### src/rtl/hs_par_pkg.sv
package hs_par_pkg;
   typedef enum logic [0:0] {
      RX_IDLE = 1'b0,
      RX_HOLD = 1'b1
   } rx_state_e;

   typedef enum logic [1:0] {
      TX_IDLE    = 2'd0,
      TX_SETUP   = 2'd1,
      TX_STROBE  = 2'd2,
      TX_RECOVER = 2'd3
   } tx_state_e;
endpackage

### src/rtl/hs_par_sync.sv
module hs_par_sync #(
   parameter int STAGES = 2,
   parameter bit INIT   = 1'b1
) (
   input  logic clk,
   input  logic rst_n,
   input  logic d,
   output logic q
);
   logic [STAGES-1:0] chain;

   generate
      for (genvar i = 0; i < STAGES; i++) begin : g_stage
         if (i == 0) begin : g_first
            always_ff @(posedge clk or negedge rst_n) begin
               if (!rst_n) chain[0] <= INIT;
               else        chain[0] <= d;
            end
         end else begin : g_next
            always_ff @(posedge clk or negedge rst_n) begin
               if (!rst_n) chain[i] <= INIT;
               else        chain[i] <= chain[i-1];
            end
         end
      end
   endgenerate

   assign q = chain[STAGES-1];
endmodule

### src/rtl/hs_par_rx.sv
module hs_par_rx
   import hs_par_pkg::*;
#(
   parameter int DATA_W = 8
) (
   input  logic              clk,
   input  logic              rst_n,
   input  logic              enable,
   input  logic              strb_lvl,
   input  logic              strb_fall,
   input  logic [DATA_W-1:0] pad_data,
   input  logic              loc_ready,
   output logic [DATA_W-1:0] loc_data,
   output logic              loc_valid,
   output logic              ack,
   output logic              busy,
   output logic              done
);
   rx_state_e state;

   always_ff @(posedge clk or negedge rst_n) begin
      if (!rst_n) begin
         state     <= RX_IDLE;
         loc_valid <= 1'b0;
         loc_data  <= '0;
         done      <= 1'b0;
      end else if (!enable) begin
         state     <= RX_IDLE;
         loc_valid <= 1'b0;
         done      <= 1'b0;
      end else begin
         done <= 1'b0;
         case (state)
            RX_IDLE: begin
               if (strb_fall) begin
                  loc_data  <= pad_data;
                  loc_valid <= 1'b1;
                  done      <= 1'b1;
                  state     <= RX_HOLD;
               end
            end
            RX_HOLD: begin
               if (loc_valid && loc_ready) loc_valid <= 1'b0;
               if (!loc_valid && strb_lvl) state <= RX_IDLE;
            end
            default: state <= RX_IDLE;
         endcase
      end
   end

   assign ack  = (state == RX_IDLE);
   assign busy = (state != RX_IDLE);
endmodule

### src/rtl/hs_par_tx.sv
module hs_par_tx
   import hs_par_pkg::*;
#(
   parameter int DATA_W = 8
) (
   input  logic              clk,
   input  logic              rst_n,
   input  logic              enable,
   input  logic              ack_lvl,
   input  logic [DATA_W-1:0] loc_data,
   input  logic              loc_valid,
   output logic              loc_ready,
   output logic [DATA_W-1:0] pad_data,
   output logic              strb_n,
   output logic              busy,
   output logic              done
);
   tx_state_e state;

   assign loc_ready = enable && (state == TX_IDLE) && ack_lvl;

   always_ff @(posedge clk or negedge rst_n) begin
      if (!rst_n) begin
         state    <= TX_IDLE;
         pad_data <= '0;
         done     <= 1'b0;
      end else if (!enable) begin
         state <= TX_IDLE;
         done  <= 1'b0;
      end else begin
         done <= 1'b0;
         case (state)
            TX_IDLE: begin
               if (loc_valid && loc_ready) begin
                  pad_data <= loc_data;
                  state    <= TX_SETUP;
               end
            end
            TX_SETUP:  state <= TX_STROBE;
            TX_STROBE: begin
               if (!ack_lvl) begin
                  done  <= 1'b1;
                  state <= TX_RECOVER;
               end
            end
            TX_RECOVER: begin
               if (ack_lvl) state <= TX_IDLE;
            end
            default: state <= TX_IDLE;
         endcase
      end
   end

   assign strb_n = (state != TX_STROBE);
   assign busy   = (state != TX_IDLE);
endmodule

### src/rtl/hs_par_port.sv
module hs_par_port #(
   parameter int DATA_W      = 8,
   parameter int SYNC_STAGES = 2,
   parameter bit DRIVE_IDLE  = 1'b1
) (
   input  logic              clk,
   input  logic              rst_n,
   input  logic              dir_out,
   input  logic [DATA_W-1:0] pad_data_in,
   output logic [DATA_W-1:0] pad_data_out,
   output logic              pad_data_oe,
   input  logic              strb_in_n,
   output logic              strb_out_n,
   input  logic              ack_in,
   output logic              ack_out,
   output logic [DATA_W-1:0] loc_rx_data,
   output logic              loc_rx_valid,
   input  logic              loc_rx_ready,
   input  logic [DATA_W-1:0] loc_tx_data,
   input  logic              loc_tx_valid,
   output logic              loc_tx_ready,
   output logic              busy,
   output logic              xfer_done
);
   generate
      if (DATA_W < 1) begin : g_bad_width
         $error("hs_par_port: DATA_W must be at least 1");
      end
      if (SYNC_STAGES < 2) begin : g_bad_sync
         $error("hs_par_port: SYNC_STAGES must be at least 2");
      end
   endgenerate

   logic strb_s, ack_s, strb_prev, strb_fall;
   logic rx_busy, tx_busy, rx_done, tx_done;

   hs_par_sync #(.STAGES(SYNC_STAGES), .INIT(1'b1)) u_sync_strb (
      .clk(clk), .rst_n(rst_n), .d(strb_in_n), .q(strb_s)
   );
   hs_par_sync #(.STAGES(SYNC_STAGES), .INIT(1'b1)) u_sync_ack (
      .clk(clk), .rst_n(rst_n), .d(ack_in), .q(ack_s)
   );

   always_ff @(posedge clk or negedge rst_n) begin
      if (!rst_n) strb_prev <= 1'b1;
      else        strb_prev <= strb_s;
   end
   assign strb_fall = strb_prev & ~strb_s;

   hs_par_rx #(.DATA_W(DATA_W)) u_rx (
      .clk(clk), .rst_n(rst_n), .enable(~dir_out),
      .strb_lvl(strb_s), .strb_fall(strb_fall), .pad_data(pad_data_in),
      .loc_ready(loc_rx_ready), .loc_data(loc_rx_data), .loc_valid(loc_rx_valid),
      .ack(ack_out), .busy(rx_busy), .done(rx_done)
   );

   hs_par_tx #(.DATA_W(DATA_W)) u_tx (
      .clk(clk), .rst_n(rst_n), .enable(dir_out), .ack_lvl(ack_s),
      .loc_data(loc_tx_data), .loc_valid(loc_tx_valid), .loc_ready(loc_tx_ready),
      .pad_data(pad_data_out), .strb_n(strb_out_n), .busy(tx_busy), .done(tx_done)
   );

   generate
      if (DRIVE_IDLE) begin : g_oe_mode
         assign pad_data_oe = dir_out;
      end else begin : g_oe_xfer
         assign pad_data_oe = dir_out & tx_busy;
      end
   endgenerate

   assign busy      = rx_busy | tx_busy;
   assign xfer_done = rx_done | tx_done;
endmodule

### config.mk
export PLATFORM = sky130hd
export DESIGN_NAME = hs_par_port
export DESIGN_NICKNAME = d
export VERILOG_FILES = /design/src/rtl/hs_par_pkg.sv /design/src/rtl/hs_par_sync.sv /design/src/rtl/hs_par_rx.sv /design/src/rtl/hs_par_tx.sv /design/src/rtl/hs_par_port.sv
export SDC_FILE = /design/constraint.sdc
export NUM_CORES = 1
export LEC_CHECK = 0
export BUFFER_PORTS_ARGS = -buffer_cell sky130_fd_sc_hd__buf_2
export CELL_PAD_IN_SITES_DETAIL_PLACEMENT = 0
export CELL_PAD_IN_SITES_GLOBAL_PLACEMENT = 2
export CORE_MARGIN = 1.5
export CORE_UTILIZATION = 30
export DETAILED_ROUTE_END_ITERATION = 8
export GPL_TIMING_DRIVEN = 0
export PLACE_DENSITY = 0.85
export RECOVER_POWER = 25
export SLEW_MARGIN = 40
export SYNTH_ARGS = -nofsm -noshare
export SYNTH_HDL_FRONTEND = slang
export SYNTH_SLANG_ARGS = --single-unit
export TNS_END_PERCENT = 10
### constraint.sdc
create_clock -name clk -period 1.8 [get_ports clk]
set_input_delay 0.36 -clock clk [delete_from_list [all_inputs] [get_ports clk]]
set_output_delay 0.36 -clock clk [all_outputs]
set_load 0.01 [all_outputs]
Word-level counts from Yosys, hierarchy flattened
Index checks and enable logic that the tools add are counted.
Widths: inputs -> output; s select.
{"block": "word_totals", "register_bits": 27, "inputBits": 23, "out_inout_bits": 23, "wordCells": 57}
{"block": "classes", "n_eq_ne": 9, "n_mux": 18, "bitwise": 6, "reduce_logical": 12}
{"cell": "$ne 3x3->1 const B", "n": 4}
{"cell": "$mux 1", "n": 11}
{"cell": "$reduce_and 3->1", "n": 3}
{"cell": "$mux 2", "n": 4}
{"cell": "$pmux 2 s4", "n": 1}
{"cell": "$logic_and 1x1->1", "n": 5}
{"cell": "$eq 2x2->1 const B", "n": 2}
{"cell": "$pmux 1 s2", "n": 2}
{"cell": "$ne 3x2->1 const B", "n": 1}
{"cell": "$not 1->1", "n": 3}
{"cell": "$eq 2x1->1 const B", "n": 1}
{"cell": "$logic_not 2->1", "n": 1}
{"cell": "$ne 2x2->1 const B", "n": 1}
{"cell": "$or 1x1->1", "n": 2}
{"cell": "$reduce_and 2->1", "n": 1}
{"cell": "$reduce_bool 2->1", "n": 1}
{"cell": "$and 1x1->1", "n": 1}
{"cell": "$logic_not 1->1", "n": 1}

Longest topological paths before layout
Gate-level depths: netlist (run 1).
{"block": "depth", "ltp_word": 7, "ltp_mapped": 5, "mapped_depth_nobuf": 5}

Hierarchy
From an unflattened synthesis (run 1), not the netlist that was laid out.
{"block": "unflattened", "hier_cells": 75, "area_unflattened_um2": 1092.3}
{"module": "hs_par_tx", "instances": 1, "cells_per_inst": 37, "area_each_um2": 499.2}
{"module": "hs_par_rx", "instances": 1, "cells_per_inst": 28, "area_each_um2": 431.7}
{"module": "hs_par_sync", "instances": 2, "cells_per_inst": 2, "area_each_um2": 52.6}
{"module": "hs_par_port", "instances": 1, "cells_per_inst": 6, "area_each_um2": 56.3}

Worst setup path after synthesis (run 1)
Ideal clock, no wire load.
{"block": "synth_path", "path_type": "register to register", "startpoint": "register u_tx.state[0]", "endpoint": "register u_tx.pad_data[0]", "arrival_time_ns": 1.442, "path_slack_ns": 0.233, "stages_incl_launch_ff": 6, "period_less_slack_ns": 1.567, "cell_sequence": "dfrtp_1 inv_1 ha_1 and3_2 nand2_1 mux2_2"}
{"block": "synth_between", "elab_chain_cells": 5}
{"item": "from (decl)", "line_no": "hs_par_tx.sv:18", "source": "tx_state_e state;"}
{"item": "from (signal assigned)", "line_no": "hs_par_tx.sv:24", "source": "state <= TX_IDLE;"}
{"item": "from (signal assigned)", "line_no": "hs_par_tx.sv:28", "source": "state <= TX_IDLE;"}
{"item": "from (signal assigned)", "line_no": "hs_par_tx.sv:36", "source": "state <= TX_SETUP;"}
{"item": "$logic_not 2->1", "line_no": "hs_par_tx.sv:20", "source": "assign loc_ready = enable && (state == TX_IDLE) && ack_lvl;"}
{"item": "$logic_and 1x1->1 (2 in a row)", "line_no": "hs_par_tx.sv:20"}
{"item": "via loc_tx_ready", "line_no": "hs_par_port.sv:21", "source": "output logic loc_tx_ready,"}
{"item": "$logic_and 1x1->1", "line_no": "hs_par_tx.sv:34", "source": "if (loc_valid && loc_ready) begin"}
{"item": "$reduce_and 3->1 (no line)"}
{"item": "to (signal assigned)", "line_no": "hs_par_tx.sv:35", "source": "pad_data <= loc_data;"}
{"item": "to (decl)", "line_no": "hs_par_tx.sv:13", "source": "output logic [DATA_W-1:0] pad_data,"}
The timed path passes the listed nets, and every way through them passes these cells.
A chain may end at the register's enable or synchronous reset.

Worst setup path in the final report (run 1)
{"block": "layout_path", "startpoint": "register u_tx.state[0]", "endpoint": "output loc_tx_ready"}
{"block": "layout_between", "elab_chain_cells": 3}
{"item": "$logic_not 2->1", "line_no": "hs_par_tx.sv:20"}
{"item": "$logic_and 1x1->1 (2 in a row)", "line_no": "hs_par_tx.sv:20"}
{"item": "to (decl)", "line_no": "hs_par_port.sv:21"}
Every way passes these cells.

==> impl_metrics.py, run 1 <==
metrics = {
    "worst_setup_path": {
        "cp.arrival_ns": 1.32,
        "required_ns": 1.44,
        "timing.rr.end": "u_tx.pad_data[5]",
        "end_kind": "output port",
        "rrSetupSlack_ns": 0.25,
        "criticalPathCategory": "reg -> out",
        "critPathLaunchType": "flip-flop",
        "reg2regPathDepth": 5,
        "critPathMaxFanout": 5,
        "worstReg2RegStart": "u_tx.state[0]",
    },
    "layout": {
        "finalNonFillerCells": 169,
        "fillers": 334,
        "nNetsFinal": 150,
        "diodes": 0,
        "final_area_mm2": 0.00144,
        "syn_to_final_growth_pct": 29.8,
        "final_common_cell": "buf_2",
        "drive_gt1_frac": 0.618,
        "final_cell_mix": "buf_2, dfrtp_1, mux2_2, mux2_4, inv_1",
    },
    "drt": {
        "wl_met2_um": 999,
        "drt_wl_total_um": 1960,
        "wire_per_inst_um": 11.6,
        "ant_nets": 0,
        "drc_errors": 0,
        "top_layer": "met4",
        "vias": 733,
        "drt_pass1_iterations": 4,
        "via_per_inst": 4.34,
        "met3_length_um": 69,
        "drtIter0Drc": 34,
        "met1Wirelength_um": 867,
    },
    "power": {
        "irDropWorstVdd_mv": 0.441,
        "power_uw": 1780,
        "power.leakage_uw": 0.000727,
        "p_per_area_mw_per_mm2": 1230,
    },
    "yosys": {
        "yosysWarnings": 0,
        "syn-num-nets": 101,
        "syn_inst": 75,
        "synth.cell_area_mm2": 0.00111,
        "avgSynthCellArea_um2": 14.8,
        "yosys.area.top_type": "dfrtp_1",
        "synthTopCellsByArea": "dfrtp_1, dfstp_2, mux2_4",
        "ys_ff_latch": 27,
        "ys_seq_area_frac": 0.613,
        "synth_cell_type_count": 23,
        "synth_top_area_frac": 0.495,
    },
    "clock_tree": {
        "cts_max_level": 1,
        "numCtsBuffers": 3,
        "cts_tree": "built",
        "clock_sinks": 27,
        "clock_tree.root_cell": "clkbuf_8",
        "cts.clk_slew.worst_paths_ns": 0.09,
        "clock_latency_ns": 0.27,
        "clockBufferDepth": 2,
    },
    "timing": {
        "finalCritPeriodShare": 0.931,
        "skew_ns": 0.00458,
        "min_period_ns": 1.68,
        "fin_ws_ns": 0.125,
        "fmax_mhz": 597,
        "setup-violations-final": 0,
        "rsz0062_at_grt": "false",
        "slew_headroom": 0.0715,
        "tightest_slew_ns": 1.39,
        "slew_viol_final": 0,
        "timing.setup.tns_ns": 0,
        "timing_hold_violations_final": 0,
    },
    "global_routing": {
        "antenna_found_initial": 0,
        "grt_pass1_wl_um": 3350,
        "grt_max_degree": 28,
        "grtUsageTotal": 0.105,
        "grt_pass1_vias": 745,
        "gr-total-overflow": 0,
    },
    "floorplanning": {
        "core-area_mm2": 0.00344,
        "die_h_um": 63.9,
        "start_util": 0.323,
        "die_w_um": 63.9,
        "core.rowCount": 21,
        "io_pins": 46,
        "dieArea_mm2": 0.00408,
    },
    "run": {
        "max-cap-violations": 0,
    },
    "placement": {
        "pre_cts_ws_ns": 0.0567,
        "post-place-cells": 165,
        "gp_congestion": 0.704,
        "dpl.hpwl_um": 1520,
        "postPlaceCellArea_mm2": 0.00139,
        "port_buffers": 44,
    },
    "min_path": {
        "min_from": "strb_in_n",
        "hold_depth": 1,
        "hold_path_end": "u_sync_strb.chain[0]",
        "hp-class": "in -> reg",
    },
    "status": {
        "status": "complete, no violations",
    },
}
## cell usage after synthesis, drive strengths merged
cell and count:
inv 7, dfrtp 22, o211a 1, o21ai 2
ha 3, mux2 16, buf 2, o32ai 1
and3 1, nor3 2, dfstp 5, a21oi 1
nand2b 2, or2 1, a31o 1, mux2i 1
a21boi 1, nor2 1, nand2 5
## critical path, stage by stage, from the launching register on
cell     delay [ns]
dfrtp_1        0.41
inv_1          0.09
ha_2           0.22
and3_2         0.20
buf_2          0.13
## flip-flops by register name, indices dropped and copies added, names as in the netlist
signal and flops:
u_rx.loc_data 8, u_sync_ack.chain 1, strb_prev 1, u_tx.done 1, u_sync_strb.chain 1, u_sync_strb.q 1, u_rx.loc_valid 1, u_rx.done 1
u_tx.pad_data 8, u_rx.busy 1, u_sync_ack.q 1, u_tx.state 2
## report_power, final
part / switching, uW / internal (uW) / total [uW]
Sequential: 86.6 / 766 / 852
Clock: 185 / 162 / 347
Combinational: 266 / 313 / 579
## worst max path at each step
| stage | from | cells after the start | end |
|---|---|---|---|
| final | u_tx.state[0] | 4 | loc_tx_ready |
| after CTS | u_tx.state[0] | 5 | u_tx.pad_data[5] |
| after global routing | u_tx.state[0] | 4 | loc_tx_ready |
| after detailed placement | u_tx.state[0] | 5 | u_tx.pad_data[7] |
| after global placement | u_tx.state[0] | 5 | u_tx.pad_data[6] |
| after floorplan | u_tx.state[0] | 5 | u_tx.pad_data[0] |
## stage by stage
stage / utilization / hold slack (ns)
2_1_floorplan: - / 0.0644
3_3_place_gp: 0.404 / 0.347
3_5_place_dp: 0.404 / 0.347
4_1_cts: 0.418 / 0.0972
5_1_grt: 0.419 / 0.156
6_report: 0.419 / 0.178
## cells by family after synthesis
group,Yosys count,share of synthesized area
compound gates,7,0.0450
fa+ha+maj,3,0.0337
buf+inv,9,0.0405
flops,27,0.613
mux,17,0.198
simple gates,12,0.0697
## final cells by class
cell class                 instances  area, um^2  share of cell area
clock inverter                     1        8.76             0.00607
buffer                             2        18.8              0.0130
tap                               46        57.6              0.0399
sequential                        27         682               0.472
multi-input combinational         39         390               0.270
inverter                           7        26.3              0.0182
clock buffer                       3        41.3              0.0286
timing repair buffer              44         219               0.152
## repair_timing
action,4_1_cts,5_1_grt
gates resized for setup,0,2
setup buffers,0,0
hold buffers,0,0
setup endpoints to repair,0,9
## metal layers
metal  vias to the layer above  global-route usage
met1                       363               0.130
met2                        24               0.177
met5                         -                   0
met4                         0              0.0571
met3                         2              0.0106
li1                        344                   -
Power figures use the tool's default switching activity.
==> run 2: changes to the inputs <==
--- a/config.mk
+++ b/config.mk
@@ -8,14 +8,14 @@
 export BUFFER_PORTS_ARGS = -buffer_cell sky130_fd_sc_hd__buf_2
 export CELL_PAD_IN_SITES_DETAIL_PLACEMENT = 0
 export CELL_PAD_IN_SITES_GLOBAL_PLACEMENT = 2
-export CORE_MARGIN = 1.5
-export CORE_UTILIZATION = 30
+export CORE_UTILIZATION = 29
 export DETAILED_ROUTE_END_ITERATION = 8
 export GPL_TIMING_DRIVEN = 0
-export PLACE_DENSITY = 0.85
+export PLACE_DENSITY = 0.84
 export RECOVER_POWER = 25
 export SLEW_MARGIN = 40
 export SYNTH_ARGS = -nofsm -noshare
 export SYNTH_HDL_FRONTEND = slang
+export SYNTH_HIERARCHICAL = 1
 export SYNTH_SLANG_ARGS = --single-unit
 export TNS_END_PERCENT = 10
==> impl_metrics.py, run 2 <==
metrics = {
    "status": {
        "status": "complete, no violations",
    },
    "power": {
        "irDropWorstVdd_mv": 0.690,
        "clkPwrFrac": 0.179,
        "p_per_area_mw_per_mm2": 1280,
        "internal_power_uw": 1270,
        "combPwrFrac": 0.351,
        "p_sw_uw": 565,
        "power.leakage_uw": 0.000735,
        "p_sw_frac": 0.308,
        "p_seq_frac": 0.469,
    },
    "placement": {
        "post-place-cells": 166,
        "pre_cts_ws_ns": 0.332,
        "port_buffers": 45,
        "gp_congestion": 0.703,
        "dpl.hpwl_um": 1550,
    },
    "global_routing": {
        "grt_pass1_wl_um": 3390,
        "gr-total-overflow": 0,
        "antenna_found_initial": 0,
        "grt_max_degree": 28,
        "grt_pass1_vias": 767,
        "grtUsageTotal": 0.107,
    },
    "timing": {
        "setup-violations-final": 0,
        "timing_hold_violations_final": 0,
        "slew_headroom": 0.0903,
        "min_period_ns": 1.71,
        "fin_ws_ns": 0.0916,
        "slew_viol_final": 0,
        "timing.setup.tns_ns": 0,
        "tightest_slew_ns": 1.36,
        "rsz0062_at_grt": "false",
        "fmax_mhz": 585,
        "skew_ns": 0.000903,
        "finalCritPeriodShare": 0.949,
    },
    "worst_setup_path": {
        "required_ns": 1.44,
        "criticalPathCategory": "reg -> out",
        "cp.arrival_ns": 1.35,
        "end_kind": "output port",
        "critPathMaxFanout": 3,
        "critPathLaunchType": "flip-flop",
    },
    "layout": {
        "final_common_cell": "buf_2",
        "reg_top3": "u_rx/loc_data (8), u_tx/pad_data (8), u_tx/state (2)",
        "finalNonFillerCells": 171,
        "final_cell_mix": "buf_2, dfrtp_1, mux2_2, inv_1, dfstp_2",
        "fillers": 351,
        "syn_to_final_growth_pct": 30.8,
        "nNetsFinal": 152,
        "drive_gt1_frac": 0.608,
        "diodes": 0,
    },
    "clock_tree": {
        "cts_max_level": 1,
        "clock_tree.root_cell": "clkbuf_8",
        "clock_latency_ns": 0.26,
        "clockBufferDepth": 2,
        "cts_tree": "built",
        "clock_sinks": 27,
        "cts.clk_slew.worst_paths_ns": 0.08,
        "numCtsBuffers": 3,
    },
    "floorplanning": {
        "die_w_um": 63.4,
        "core-area_mm2": 0.00347,
        "die_h_um": 63.4,
        "core.rowCount": 21,
        "io_pins": 46,
        "dieArea_mm2": 0.00402,
        "start_util": 0.315,
    },
    "yosys": {
        "ys_ff_latch": 27,
        "ys_seq_area_frac": 0.624,
        "synth_cell_type_count": 20,
        "synthTopCellsByArea": "dfrtp_1, mux2_2, dfstp_2",
        "yosys-top-cells-count": "dfrtp_1, mux2_2, inv_1",
        "avgSynthCellArea_um2": 14.6,
        "synth_top_area_frac": 0.504,
        "postSynth.asyncResetShare": 1.00,
        "synth-edff-count": 0,
        "yosysMostFrequentCell": "dfrtp_1",
        "syn_inst": 75,
        "syn-num-nets": 101,
        "ys.flop_type": "dfrtp_1",
        "synth.cell_area_mm2": 0.00109,
        "yosys.area.top_type": "dfrtp_1",
        "yosysWarnings": 6,
    },
    "drt": {
        "wire_per_inst_um": 11.6,
        "drc_errors": 0,
        "drt_pass1_iterations": 4,
        "via_per_inst": 4.40,
        "ant_nets": 0,
        "drt_wl_total_um": 1990,
        "vias": 753,
        "drtIter0Drc": 12,
    },
    "run": {
        "max-cap-violations": 0,
    },
    "min_path": {
        "hp-class": "in -> reg",
    },
}
-- run 2: cell count changes in the layout (fill, tap and decap cells not counted), moves of 2 or more --
cell / previous run / this run
mux2i_1: 1 / 3
mux2_4: 8 / 0
mux2_2: 8 / 16
or2_1: 0 / 2
-- run 2: cells by family (layout without fill, tap and decap cells) --
kind of cell / count (synthesis) / after routing / synth area share
compound gates: 5 / 5 / 0.0321
flops: 27 / 27 / 0.624
fa+ha+maj: 3 / 3 / 0.0344
mux: 19 / 19 / 0.192
buf+inv: 9 / 59 / 0.0344
simple gates: 12 / 12 / 0.0825
-- run 2: metrics by stage --
step	total power [uW]	hold slack [ns]	util	instance area (um^2)
3_5_place_dp	1510	0.347	0.396	1380
4_1_cts	1850	0.102	0.409	1420
5_1_grt	1980	0.166	0.412	1430
6_report	1830	0.185	0.412	1430
2_1_floorplan	1240	0.0644	-	1090
3_3_place_gp	1470	0.346	0.396	1380
-- run 2: worst paths after layout --
check                                      from             endpoint  slack [ns]  depth (start not counted)
max reg2reg                           strb_prev     u_rx/loc_data[5]        0.39                          3
min reg2reg                u_sync_strb/chain[0]        u_sync_strb/q        0.36                          0
min                                      ack_in  u_sync_ack/chain[0]        0.18                          1
max                               u_tx/state[0]                 busy        0.09                          5
min in group asynchronous                 rst_n     u_rx/loc_data[4]        0.39                          1
max in group asynchronous                 rst_n     u_tx/pad_data[4]        0.62                          1
-- run 2: metal layers --
metal,track usage,wire length (um)
met5,0,0
met2,0.180,964
met1,0.129,856
met3,0.0489,170
met4,0.00852,0
-- run 2: layout make-up --
cell class / instances / area [um^2] / share of cell area
well taps: 46 / 57.6 / 0.0403
repair buffers: 46 / 231 / 0.162
multi-input cells: 39 / 375 / 0.263
clock buffers: 4 / 45.0 / 0.0315
inverters: 8 / 30.0 / 0.0210
plain buffers: 1 / 7.51 / 0.00525
flip-flops and latches: 27 / 682 / 0.477
-- run 2: what timing repair did --
item,in CTS,in global routing
buffers inserted,0,1
hold buffers,0,0
gates resized for setup,0,2
endpoints found under the setup margin,0,1
endpoints found under the hold margin,0,0
-- run 2: power groups by stage --
stage          Sequential [uW]  Combinational (uW)  Clock (uW)
5_1_grt                    883                 719         374
3_5_place_dp               871                 637           0
4_1_cts                    861                 637         348
2_1_floorplan              932                 307           0
6_report                   860                 644         329
3_3_place_gp               859                 612           0
-- run 2: critical path, cell delays in order, from the launching register on --
cell and delay [ns]:
dfrtp_1 0.41, inv_2 0.08, ha_2 0.20, inv_1 0.05, or2_1 0.21, buf_2 0.14
==> run 3: changes to the inputs <==
==> constraint.sdc (replaced) <==
create_clock -name clk -period 1.8 [get_ports clk]
set_input_delay 0.18 -clock clk [delete_from_list [all_inputs] [get_ports clk]]
set_output_delay 0.18 -clock clk [all_outputs]
set_load 0.01 [all_outputs]
==> impl_metrics.py, run 3 (synthesis results as in run 2) <==
metrics = {
    "status": {
        "status": "complete, no violations",
    },
    "placement": {
        "pre_cts_ws_ns": 0.344,
        "postPlaceCellArea_mm2": 0.00138,
        "port_buffers": 45,
        "post-place-cells": 166,
        "dpl.hpwl_um": 1550,
        "gp_congestion": 0.703,
    },
    "power": {
        "p_seq_frac": 0.474,
        "internal_power_uw": 1250,
        "clkPwrFrac": 0.181,
        "p_per_area_mw_per_mm2": 1250,
        "p_sw_frac": 0.309,
        "p_sw_uw": 560,
        "power.leakage_uw": 0.000744,
        "irDropWorstVdd_mv": 0.684,
        "combPwrFrac": 0.346,
    },
    "timing": {
        "fin_ws_ns": 0.219,
        "finalCritPeriodShare": 0.878,
        "rsz0062_at_grt": "false",
        "slew_viol_final": 0,
        "skew_ns": 0.00144,
        "timing_hold_violations_final": 0,
        "tightest_slew_ns": 0.638,
        "slew_headroom": 0.575,
        "holdWs_ns": 0.142,
        "min_period_ns": 1.58,
        "fmax_mhz": 633,
        "timing.setup.tns_ns": 0,
        "setup-violations-final": 0,
    },
    "layout": {
        "final_cell_mix": "buf_2, dfrtp_1, mux2_2, inv_1",
        "finalNonFillerCells": 173,
        "drive_gt1_frac": 0.567,
        "nNetsFinal": 154,
        "syn_to_final_growth_pct": 32.6,
        "final_common_cell": "buf_2",
        "diodes": 0,
        "final_area_mm2": 0.00145,
        "reg_top3": "u_rx/loc_data (8), u_tx/pad_data (8), u_tx/state (2)",
    },
    "worst_setup_path": {
        "critPathLaunchType": "flip-flop",
        "cp.depth": 5,
        "end_kind": "output port",
        "rrSetupSlack_ns": 0.35,
        "endpoint": "busy",
        "cp_top_family": "flip-flops",
        "cp.arrival_ns": 1.40,
        "criticalPathCategory": "reg -> out",
        "worstReg2RegStart": "u_tx/state[0]",
        "crit_chain": "inv_1 -> ha_1 -> inv_1 -> or2_1 -> buf_2",
        "reg2regPathDepth": 4,
        "cpPeakStageDelay_ns": 0.40,
        "critical_path.most_common_cell": "inv_1",
        "slowest_stage": "dfrtp_1",
        "critPathMaxFanout": 3,
        "path_buf_inv": 3,
        "timing.rr.end": "u_tx/pad_data[2]",
        "critPathLaunch": "u_tx/state[0]",
        "required_ns": 1.62,
    },
    "drt": {
        "wire_per_inst_um": 11.5,
        "drt_wl_total_um": 1990,
        "ant_nets": 0,
        "drt_pass1_iterations": 2,
        "via_per_inst": 4.34,
        "vias": 751,
        "drtIter0Drc": 19,
        "drc_errors": 0,
    },
    "floorplanning": {
        "dieArea_mm2": 0.00402,
        "die_w_um": 63.4,
        "core.rowCount": 21,
        "start_util": 0.315,
        "die_h_um": 63.4,
        "io_pins": 46,
        "core-area_mm2": 0.00347,
    },
    "global_routing": {
        "gr-total-overflow": 0,
        "antenna_found_initial": 0,
        "grt_pass1_vias": 786,
        "grtUsageTotal": 0.108,
        "grt_pass1_wl_um": 3440,
        "grt_max_degree": 28,
    },
    "min_path": {
        "hp-class": "in -> reg",
        "hold_depth": 2,
        "min_from": "loc_tx_data[3]",
    },
    "run": {
        "max-cap-violations": 0,
    },
    "clock_tree": {
        "clock_tree.root_cell": "clkbuf_8",
        "cts_tree": "built",
        "clock_sinks": 27,
        "cts_max_level": 1,
        "cts_resized": 0,
        "clock_latency_ns": 0.26,
        "numCtsBuffers": 3,
        "clockBufferDepth": 2,
        "cts.clk_slew.worst_paths_ns": 0.08,
    },
}
==> run 3: worst register-to-register path, stage by stage, from the launching register on <==
cell	delay (ns)
dfrtp_1	0.40
inv_1	0.11
ha_1	0.21
nand4_2	0.25
mux2_2	0.37
==> run 3: metrics by stage <==
step	utilization	power, uW
after floorplan	-	1240
after global placement	0.396	1470
after detailed placement	0.396	1510
after CTS	0.418	1850
after global routing	0.418	1950
final	0.418	1810
==> run 3: per-layer routing <==
layer	GRT usage	vias to the layer above	routed length, um
li1	-	356	-
met1	0.130	362	858
met2	0.182	33	966
met3	0.0489	0	169
met4	0.00852	0	0
met5	0	-	0
==> run 3: power by group through the flow <==
stage / clock [uW] / sequential [uW] / combinational (uW)
3_3_place_gp: 0 / 859 / 612
2_1_floorplan: 0 / 932 / 307
3_5_place_dp: 0 / 871 / 637
4_1_cts: 348 / 861 / 642
6_report: 328 / 859 / 627
5_1_grt: 374 / 882 / 698
==> run 3: timing repair <==
item                      in CTS  in global routing
buffers inserted               0                  0
hold buffers                   3                  0
hold endpoints to repair      24                  0
==> run 3: layout make-up <==
cell class                      count  area, um^2
Sequential cell                    27         682
Fill cell                         350        2020
Multi-Input combinational cell     39         373
Timing Repair Buffer               48         254
Inverter                            8        30.0
Buffer                              1        7.51
Clock buffer                        4        45.0
Tap cell                           46        57.6
==> run 3: worst min path at each step <==
stage and to:
6_report u_tx/pad_data[3], 5_1_grt u_tx/pad_data[3], 4_1_cts u_rx/loc_data[2], 3_5_place_dp u_rx/loc_data[4], 3_3_place_gp u_rx/loc_data[3], 2_1_floorplan u_rx/busy
